### src/rtl/pls_pkg.sv
package pls_pkg;
   typedef enum logic [1:0] {
      ALN_WIDE = 2'd0,
      ALN_PAIR = 2'd1,
      ALN_BAD  = 2'd2
   } aln_e;

   typedef enum logic [2:0] {
      ST_IDLE = 3'd0,
      ST_ACC1 = 3'd1,
      ST_ACC2 = 3'd2,
      ST_WR1  = 3'd3,
      ST_WR2  = 3'd4,
      ST_WRB  = 3'd5,
      ST_DONE = 3'd6,
      ST_FLT  = 3'd7
   } st_e;
endpackage

### src/rtl/pls_align_dec.sv
module pls_align_dec
   import pls_pkg::*;
#(
   parameter int ADDR_W      = 32,
   parameter int WORD_BYTES  = 4,
   parameter bit ATOMIC_WIDE = 1'b1
) (
   input  logic [ADDR_W-1:0] addr,
   output aln_e              kind
);
   localparam logic [ADDR_W-1:0] WORD_MASK  = ADDR_W'(WORD_BYTES - 1);
   localparam logic [ADDR_W-1:0] DWORD_MASK = ADDR_W'(2 * WORD_BYTES - 1);

   logic word_ok;
   logic dword_ok;

   assign word_ok  = (addr & WORD_MASK) == '0;
   assign dword_ok = (addr & DWORD_MASK) == '0;

   generate
      if (ATOMIC_WIDE) begin : g_wide
         always_comb begin
            if (!word_ok)      kind = ALN_BAD;
            else if (dword_ok) kind = ALN_WIDE;
            else               kind = ALN_PAIR;
         end
      end else begin : g_pair_only
         always_comb begin
            if (!word_ok) kind = ALN_BAD;
            else          kind = ALN_PAIR;
         end
      end
   endgenerate
endmodule

### src/rtl/pls_lane_steer.sv
module pls_lane_steer #(
   parameter int WORD_W = 32
) (
   input  logic [2*WORD_W-1:0] dword,
   input  logic                big_endian,
   output logic [WORD_W-1:0]   lo_word,
   output logic [WORD_W-1:0]   hi_word
);
   logic [WORD_W-1:0] lane0;
   logic [WORD_W-1:0] lane1;

   assign lane0 = dword[WORD_W-1:0];
   assign lane1 = dword[2*WORD_W-1:WORD_W];

   always_comb begin
      if (big_endian) begin
         lo_word = lane1;
         hi_word = lane0;
      end else begin
         lo_word = lane0;
         hi_word = lane1;
      end
   end
endmodule

### src/rtl/pls_wb_calc.sv
module pls_wb_calc #(
   parameter int ADDR_W = 32,
   parameter int IDX_W  = 4
) (
   input  logic [ADDR_W-1:0] addr,
   input  logic [ADDR_W-1:0] offset,
   input  logic              wb,
   input  logic [IDX_W-1:0]  rd1,
   input  logic [IDX_W-1:0]  rd2,
   input  logic [IDX_W-1:0]  base,
   output logic [ADDR_W-1:0] new_base,
   output logic              do_wb,
   output logic              conflict
);
   logic overlap;

   assign overlap  = (base == rd1) || (base == rd2);
   assign new_base = addr + offset;
   assign do_wb    = wb && !overlap;
   assign conflict = wb && overlap;
endmodule

### src/rtl/pair_load_seq.sv
module pair_load_seq
   import pls_pkg::*;
#(
   parameter int ADDR_W      = 32,
   parameter int WORD_W      = 32,
   parameter int IDX_W       = 4,
   parameter bit ATOMIC_WIDE = 1'b1
) (
   input  logic                clk,
   input  logic                rst_n,
   input  logic                req_valid,
   output logic                req_ready,
   input  logic [ADDR_W-1:0]   req_addr,
   input  logic [IDX_W-1:0]    req_rd1,
   input  logic [IDX_W-1:0]    req_rd2,
   input  logic [IDX_W-1:0]    req_base,
   input  logic                req_wb,
   input  logic [ADDR_W-1:0]   req_offset,
   input  logic                req_big_endian,
   output logic                mem_req,
   output logic [ADDR_W-1:0]   mem_addr,
   output logic                mem_wide,
   input  logic                mem_ack,
   input  logic [2*WORD_W-1:0] mem_rdata,
   input  logic                mem_fault,
   output logic                rf_we,
   output logic [IDX_W-1:0]    rf_idx,
   output logic [WORD_W-1:0]   rf_wdata,
   output logic                done,
   output logic                fault,
   output logic                fault_align,
   output logic [ADDR_W-1:0]   fault_addr,
   output logic                wb_conflict
);
   localparam int WORD_BYTES = WORD_W / 8;
   localparam logic [ADDR_W-1:0] STEP = ADDR_W'(WORD_BYTES);

   generate
      if (WORD_W < 16 || (WORD_W % 8) != 0 || (WORD_BYTES & (WORD_BYTES - 1)) != 0) begin : g_bad_word
         $error("pair_load_seq: WORD_W must be a power-of-two byte multiple of at least 16");
      end
      if (ADDR_W != WORD_W) begin : g_bad_addr
         $error("pair_load_seq: ADDR_W must equal WORD_W so the base can be written back");
      end
      if (IDX_W < 1) begin : g_bad_idx
         $error("pair_load_seq: IDX_W must be at least 1");
      end
   endgenerate

   st_e               state_q;
   aln_e              kind_d;
   aln_e              kind_q;
   logic [ADDR_W-1:0] addr_q;
   logic [IDX_W-1:0]  rd1_q;
   logic [IDX_W-1:0]  rd2_q;
   logic [IDX_W-1:0]  base_q;
   logic              be_q;
   logic [ADDR_W-1:0] nbase_d;
   logic [ADDR_W-1:0] nbase_q;
   logic              dowb_d;
   logic              dowb_q;
   logic              conf_d;
   logic              conf_q;
   logic [WORD_W-1:0] lo_q;
   logic [WORD_W-1:0] hi_q;
   logic [WORD_W-1:0] steer_lo;
   logic [WORD_W-1:0] steer_hi;
   logic              align_q;
   logic [ADDR_W-1:0] faddr_q;
   logic              accept;

   pls_align_dec #(
      .ADDR_W     (ADDR_W),
      .WORD_BYTES (WORD_BYTES),
      .ATOMIC_WIDE(ATOMIC_WIDE)
   ) u_align (
      .addr(req_addr),
      .kind(kind_d)
   );

   pls_wb_calc #(
      .ADDR_W(ADDR_W),
      .IDX_W (IDX_W)
   ) u_wb (
      .addr    (req_addr),
      .offset  (req_offset),
      .wb      (req_wb),
      .rd1     (req_rd1),
      .rd2     (req_rd2),
      .base    (req_base),
      .new_base(nbase_d),
      .do_wb   (dowb_d),
      .conflict(conf_d)
   );

   pls_lane_steer #(
      .WORD_W(WORD_W)
   ) u_steer (
      .dword     (mem_rdata),
      .big_endian(be_q),
      .lo_word   (steer_lo),
      .hi_word   (steer_hi)
   );

   assign req_ready = (state_q == ST_IDLE);
   assign accept    = req_valid && req_ready;

   always_ff @(posedge clk or negedge rst_n) begin
      if (!rst_n) begin
         state_q <= ST_IDLE;
         kind_q  <= ALN_PAIR;
         addr_q  <= '0;
         rd1_q   <= '0;
         rd2_q   <= '0;
         base_q  <= '0;
         be_q    <= 1'b0;
         nbase_q <= '0;
         dowb_q  <= 1'b0;
         conf_q  <= 1'b0;
         lo_q    <= '0;
         hi_q    <= '0;
         align_q <= 1'b0;
         faddr_q <= '0;
      end else begin
         case (state_q)
            ST_IDLE: begin
               if (accept) begin
                  kind_q  <= kind_d;
                  addr_q  <= req_addr;
                  rd1_q   <= req_rd1;
                  rd2_q   <= req_rd2;
                  base_q  <= req_base;
                  be_q    <= req_big_endian;
                  nbase_q <= nbase_d;
                  dowb_q  <= dowb_d;
                  conf_q  <= conf_d;
                  if (kind_d == ALN_BAD) begin
                     align_q <= 1'b1;
                     faddr_q <= req_addr;
                     state_q <= ST_FLT;
                  end else begin
                     state_q <= ST_ACC1;
                  end
               end
            end
            ST_ACC1: begin
               if (mem_ack) begin
                  if (mem_fault) begin
                     align_q <= 1'b0;
                     faddr_q <= mem_addr;
                     state_q <= ST_FLT;
                  end else if (kind_q == ALN_WIDE) begin
                     lo_q    <= steer_lo;
                     hi_q    <= steer_hi;
                     state_q <= ST_WR1;
                  end else begin
                     lo_q    <= mem_rdata[WORD_W-1:0];
                     state_q <= ST_ACC2;
                  end
               end
            end
            ST_ACC2: begin
               if (mem_ack) begin
                  if (mem_fault) begin
                     align_q <= 1'b0;
                     faddr_q <= mem_addr;
                     state_q <= ST_FLT;
                  end else begin
                     hi_q    <= mem_rdata[WORD_W-1:0];
                     state_q <= ST_WR1;
                  end
               end
            end
            ST_WR1:  state_q <= ST_WR2;
            ST_WR2:  state_q <= dowb_q ? ST_WRB : ST_DONE;
            ST_WRB:  state_q <= ST_DONE;
            ST_DONE: state_q <= ST_IDLE;
            ST_FLT:  state_q <= ST_IDLE;
            default: state_q <= ST_IDLE;
         endcase
      end
   end

   always_comb begin
      mem_req  = (state_q == ST_ACC1) || (state_q == ST_ACC2);
      mem_wide = (state_q == ST_ACC1) && (kind_q == ALN_WIDE);
      mem_addr = (state_q == ST_ACC2) ? addr_q + STEP : addr_q;
   end

   always_comb begin
      rf_we    = 1'b0;
      rf_idx   = '0;
      rf_wdata = '0;
      case (state_q)
         ST_WR1: begin
            rf_we    = 1'b1;
            rf_idx   = rd1_q;
            rf_wdata = lo_q;
         end
         ST_WR2: begin
            rf_we    = 1'b1;
            rf_idx   = rd2_q;
            rf_wdata = hi_q;
         end
         ST_WRB: begin
            rf_we    = 1'b1;
            rf_idx   = base_q;
            rf_wdata = WORD_W'(nbase_q);
         end
         default: ;
      endcase
   end

   assign done        = (state_q == ST_DONE);
   assign fault       = (state_q == ST_FLT);
   assign fault_align = fault && align_q;
   assign fault_addr  = faddr_q;
   assign wb_conflict = done && conf_q;
endmodule

### config.mk
export PLATFORM = sky130hd
export DESIGN_NAME = pair_load_seq
export DESIGN_NICKNAME = d
export VERILOG_FILES = /design/src/rtl/pls_pkg.sv /design/src/rtl/pls_align_dec.sv /design/src/rtl/pls_lane_steer.sv /design/src/rtl/pls_wb_calc.sv /design/src/rtl/pair_load_seq.sv
export SDC_FILE = /design/constraint.sdc
export NUM_CORES = 1
export LEC_CHECK = 0
export BUFFER_PORTS_ARGS = -buffer_cell sky130_fd_sc_hd__buf_2
export CAP_MARGIN = 20
export CORE_MARGIN = 1
export CORE_UTILIZATION = 60
export CTS_CLUSTER_SIZE = 25
export DETAILED_ROUTE_END_ITERATION = 10
export GPL_TIMING_DRIVEN = 1
export PLACE_DENSITY = 0.84
export SKIP_CTS_REPAIR_TIMING = 1
export SLEW_MARGIN = 20
export SYNTH_ARGS = -nofsm -noshare
export SYNTH_HDL_FRONTEND = slang
export SYNTH_HIERARCHICAL = 1
export SYNTH_SLANG_ARGS = --single-unit
export TNS_END_PERCENT = 100
### constraint.sdc
create_clock -name clk -period 5.5 [get_ports clk]
set_input_delay 0.55 -clock clk [delete_from_list [all_inputs] [get_ports clk]]
set_output_delay 0.55 -clock clk [all_outputs]
set_load 0.02 [all_outputs]
======== Yosys cells after proc, flatten, opt, wreduce, memory -nomap -nowiden ========
Cells that the tools add are included.
W data, S select, Z words.
storage, ports and cells
  bits of input ports ..................... 147
  output and inout port bits .............. 108
  flip-flop bits (word level) ............. 181
operators by class
  reduce and logical (&&, ||, !) cells .... 23
  equal/unequal tests ..................... 19
  add/sub/neg operators ................... 2
  bitwise gates (word level) .............. 1
  mux-type cells .......................... 34
operator list
  kind                     number
  $mux W32                 13
  $pmux W32 S2             2
  $pmux W32 S3             1
  $logic_not A32 Y1        2
  $add A32 B3 Y32 const B  1
  $add A32 B32 Y32         1
  $pmux W3 S7              1
  $mux W3                  6
  $eq A3 B3 Y1 const B     4
  $pmux W4 S3              1
  $ne A2 B2 Y1 const B     5
  $eq A4 B4 Y1             2
  $ne A2 B1 Y1 const B     4
  $mux W1                  7
  $eq A3 B2 Y1 const B     2
  $logic_and A1 B1 Y1      6
  $reduce_and A3 Y1        2
  $reduce_and A6 Y1        1
  $reduce_and A5 Y1        1
  $mux W2                  2
  $reduce_bool A2 Y1       2
  $reduce_or A2 Y1         2
  $eq A3 B1 Y1 const B     1
  $logic_not A3 Y1         1
  8 further kinds          9

======== Logic depth before layout (Yosys ltp) ========
  depth after elaboration ................. 7
  depth in mapped cells ................... 10
  depth with buffers taken out ............ 10

======== Cells and area by module ========
Netlist, hierarchy kept.
modules (own cells, without submodules)
  module          cells each  times used  area each (µm²)
  pair_load_seq   877         1           9240.1
  pls_wb_calc     255         1           1841.8
  pls_lane_steer  71          1           1077.3
  pls_align_dec   2           1           13.8

======== Least setup slack after synthesis ========
OpenSTA, ideal clock, no wires.
  path kind ............................... input to register
  from .................................... in req_offset[0]
  to ...................................... reg nbase_q[18]
  stages .................................. 10
  library setup time ...................... 0.125 ns
  slack ................................... 2.860 ns
  path buffers ............................ 0
  arrival ................................. 2.516 ns
  path through ............................ ha_1 fa_1 a211oi_1 o21bai_1 a21oi_2 a21o_4 a211o_1 and3b_1 xnor2_1 mux2_2
between the ends
  word-level cells in the longest chain between the ends .. 1
ends and longest elaborated chain
  item                  line                  RTL
  from (decl)           pair_load_seq.sv:18   input logic [ADDR_W-1:0] req_offset,
  $add A32 B32 Y32      pls_wb_calc.sv:18     assign new_base = addr + offset;
  via nbase_d[18]       pair_load_seq.sv:58   logic [ADDR_W-1:0] nbase_d;
  to (signal assigned)  pair_load_seq.sv:134  nbase_q <= nbase_d;
  to (decl)             pair_load_seq.sv:59   logic [ADDR_W-1:0] nbase_q;
The timed path passes the listed nets, and every way through them passes these cells.
A chain may end at the register's enable or synchronous reset.

======== Final worst setup path ========
  from .................................... reg state_q[0]
  to ...................................... out mem_req
between the ends
  word-level cells in the longest chain between the ends .. 2
  elaborated cells on any way between the ends .. 3
  those cells by class .................... 2 x eq/ne; 1 x reduce/logical
ends and longest elaborated chain
  item                                                 line                  RTL
  from (decl)                                          pair_load_seq.sv:50   st_e state_q;
  from (signal assigned)                               pair_load_seq.sv:175  ST_WR2: state_q <= dowb_q ? ST_WRB : ST_DONE;
  $eq A3 B1 Y1 / $eq A3 B2 Y1 (equally long branches)  pair_load_seq.sv:185  mem_req = (state_q == ST_ACC1) || (state_q == ST_ACC2);
  $logic_or A1 B1 Y1 (*)                               pair_load_seq.sv:185
  to (decl)                                            pair_load_seq.sv:20   output logic mem_req,
Every way passes the cells marked *; elsewhere a longest branch is shown, timed or not.

==> qor.yml <==
synthesis:
  syn_area_mm2: 0.01217
  yosys.area_share.simple_pct: 12.74
  yosys.area.top_type_share_pct: 37.00
  synthAdderAreaFrac_pct: 3.454
  synth_top_family_by_area: "multiplexers"
  synth-warning-count: 6
  synth-seq-cells: 181
  synth-edff-count: 0
  synthTopCellsByArea: "dfrtp_1 (37%), mux2i_1 (8.7%), mux2_2 (7.5%)"
  yosys_most_used_dff: "dfrtp_1"
  async_flop_share_pct: 100.0
  synth_xor_area_share_pct: 5.108
  synthesis.instances: 1205
  ys_types: 78
  synth_area_per_cell_um2: 10.10
  yosysTopAreaCell: "dfrtp_1"
  synthMuxAreaShare_pct: 23.61
  synth-seq-area-share_pct: 37.22
  synth-compound-area-share_pct: 13.90
  syn_nets: 1385
layout:
  stdcell_count: 1696
  seq_area_mm2: 0.004536
  layout-drive-gt1-share_pct: 33.03
  fin_util_pct: 71.66
  fill_cells: 1507
  design_area_mm2: 0.01408
  layout.nets: 1597
  multiInputGateArea_mm2: 0.007193
  synthToLayoutAreaGrowth_pct: 15.70
worst_setup_path:
  cp_slowest_stage_delay_ns: 0.84
  critical_path_class: "reg -> out"
  cp_slowest_cell: "or2_0"
  r2r_slack_ns: 2.03
  crit_chain: "buf_4 > xnor2_1 > or2_0 > clkinv_1 > buf_2"
  crit_fanout: 51
  arrival_ns: 3.70
  end_kind: "output pin"
  startpoint_type: "register"
  cp.required_ns: 4.95
grt:
  grt_pass1_wl_mm: 47.78
  grt_overflow: 0
  grt_start_max_net_pins: 66
  track_usage_pct: 29.87
  antenna_found_initial: 2
  grt_pass1_vias: 9347
sta:
  slew_headroom_pct: 31.80
  timing.fmax_mhz: 235.1
  fin_crit_sh_pct: 77.33
  tns_ns: 0
  rsz0062_at_grt: "no"
  skew_ns: 0.009094
  report.final.slew_viol_count: 0
  min_period_ns: 4.253
  hold_viol: 0
  worst_pin_slew_ns: 1.023
  setup_viol: 0
run_status:
  outcome: "completed"
detailed_routing:
  vias_per_cell: 5.946
  dr_total_vias: 10090
  wl_met3_mm: 1.857
  drc: 0
  drtIter0Drc: 649
  wl_per_cell_um: 18.43
  wl_met2_mm: 14.32
  wl_mm: 31.26
  ant_nets: 0
  wl_met1_mm: 14.40
  top_layer: "met4"
  dr.pass1.iters: 5
power_and_ir_drop:
  powerDensity_mw_per_mm2: 548.2
  total_power_mw: 7.721
  max-vdd-ir-drop_uv: 255.3
  power_leakage_nw: 6.948
die:
  die_h_um: 144.4
  die-area_mm2: 0.02086
  initial_core_util_pct: 61.94
  ios: 255
  rows: 51
  fp.coreArea_mm2: 0.01965
  die_x_um: 144.4
clock_network:
  cts_buffers: 17
  clk_path_buf_depth: 2
  clk_pin_slew_worst_paths_ns: 0.07
  cts_sinks: 181
  ctsRootBufferMaster: "clkbuf_16"
  htreeDepth: 4
  cts_tree: "done"
  insertion_delay_ns: 0.43
flow_run:
  cap_violations: 0
placement:
  place_congestion: 0.9899
  dp.cells: 1663
  io_buffers: 254
  placed_area_mm2: 0.01347
  hpwlAfterDp_mm: 22.77
worst_hold_path:
  min_path_type: "in -> async"
state kept, by name, indices dropped and copies added, names as in the netlist, 2 cells and up:
| register | count |
|---|---|
| base_q | 4 |
| nbase_q | 32 |
| hi_q | 32 |
| rd2_q | 4 |
| kind_q | 2 |
| addr_q | 32 |
| rd1_q | 4 |
| fault_addr | 32 |
| state_q | 3 |
| lo_q | 32 |
stage by stage:
step,hold slack [ns],worst slack (ns)
floorplan,0.2544,2.860
global placement,0.4556,1.854
detailed placement,0.4569,1.777
CTS,0.1043,1.307
global route,0.1247,1.087
finish,0.08974,1.247
cells in the mapped netlist (5+ instances only):
| cell | instances |
|---|---|
| o21bai_1 | 8 |
| ha_1 | 32 |
| mux2_2 | 81 |
| o21ai_0 | 135 |
| xnor2_1 | 37 |
| nor2b_1 | 5 |
| buf_4 | 5 |
| and2_1 | 14 |
| mux2_4 | 60 |
| clkbuf_1 | 35 |
| a211o_1 | 9 |
| a22o_1 | 9 |
| dfrtp_1 | 180 |
| and3_1 | 15 |
| nor3_1 | 11 |
| xnor2_2 | 7 |
| a211oi_1 | 5 |
| a21oi_1 | 39 |
| xor2_1 | 21 |
| o21ai_1 | 6 |
| nand2_1 | 165 |
| nand3_1 | 15 |
| mux2i_1 | 106 |
| buf_12 | 6 |
| nor4_1 | 8 |
| buf_2 | 20 |
| inv_1 | 11 |
| a21o_1 | 21 |
| nand4_1 | 22 |
| nor2_1 | 39 |
| o21a_1 | 6 |
cells in the final DEF (no fill, tap or decap), drive strengths merged, types with 4 or more instances in the layout:
cell type,instances
buf,266
dfrtp,180
nand2,165
o21ai,141
mux2,141
mux2i,106
xnor2,44
a21oi,40
nor2,40
ha,32
nand4,23
a21o,22
xor2,21
clkbuf,20
and3,15
nand3,15
and2,14
inv,13
nor3,13
nor4,11
a22o,9
a211o,9
o21bai,8
o21a,6
a211oi,6
nor2b,5
nor3b,5
nand2b,4
a31oi,4
clkinv,4
or2,4
per-layer routing:
| metal | up-vias | track usage (%) |
|---|---|---|
| li1 | 4763 | - |
| met1 | 4895 | 41.30 |
| met2 | 376 | 47.70 |
| met3 | 51 | 4.139 |
| met4 | 0 | 10.97 |
| met5 | - | 0 |
power breakdown:
part	total, mW	leakage (nW)	internal, mW	switching, mW
registers	2.52	2.21	1.99	0.530
clock network	1.27	0.289	0.739	0.527
logic	3.93	4.45	1.72	2.21
worst paths after layout:
kind	start	endpoint	cells past startpoint
worst max-delay path	state_q[0]$_DFFE_PN0P_	mem_req	5
worst min-delay path	rst_n	fault_addr[29]$_DFFE_PN0P_	1
worst max register to register	state_q[0]$_DFFE_PN0P_	fault_addr[9]$_DFFE_PN0P_	6
worst min register to register	fault_addr[23]$_DFFE_PN0P_	fault_addr[23]$_DFFE_PN0P_	2
max in group asynchronous	rst_n	hi_q[11]$_DFFE_PN0P_	2
min in group clk	req_rd1[0]	rd1_q[0]$_DFFE_PN0P_	2
worst max-delay path, delay by kind of cell (launching register included):
kind | cells | cell delay, ns
xor+xnor | 1 | 0.33
flops | 1 | 0.36
simple gates | 1 | 0.84
buf+inv | 3 | 1.73
logic make-up (layout without fill, tap and decap cells):
kind of cell / after synthesis / after routing
AND/OR/NAND/NOR: 323 / 323
AO/OA/AOI/OAI: 271 / 271
multiplexers: 247 / 247
flip-flops: 181 / 181
buffers and inverters: 85 / 309
XOR/XNOR: 65 / 65
adder cells (fa/ha/maj): 33 / 33
other: 0 / 2
layout make-up:
class,instances,area share (%)
well taps,265,2.354
flip-flops and latches,181,32.21
inverters,12,0.3198
multi-input cells,939,51.08
repair buffers,266,9.710
clock buffers,20,3.243
diodes,2,0.03554
clock inverters,11,1.057
(Power assumes the default switching activity.)
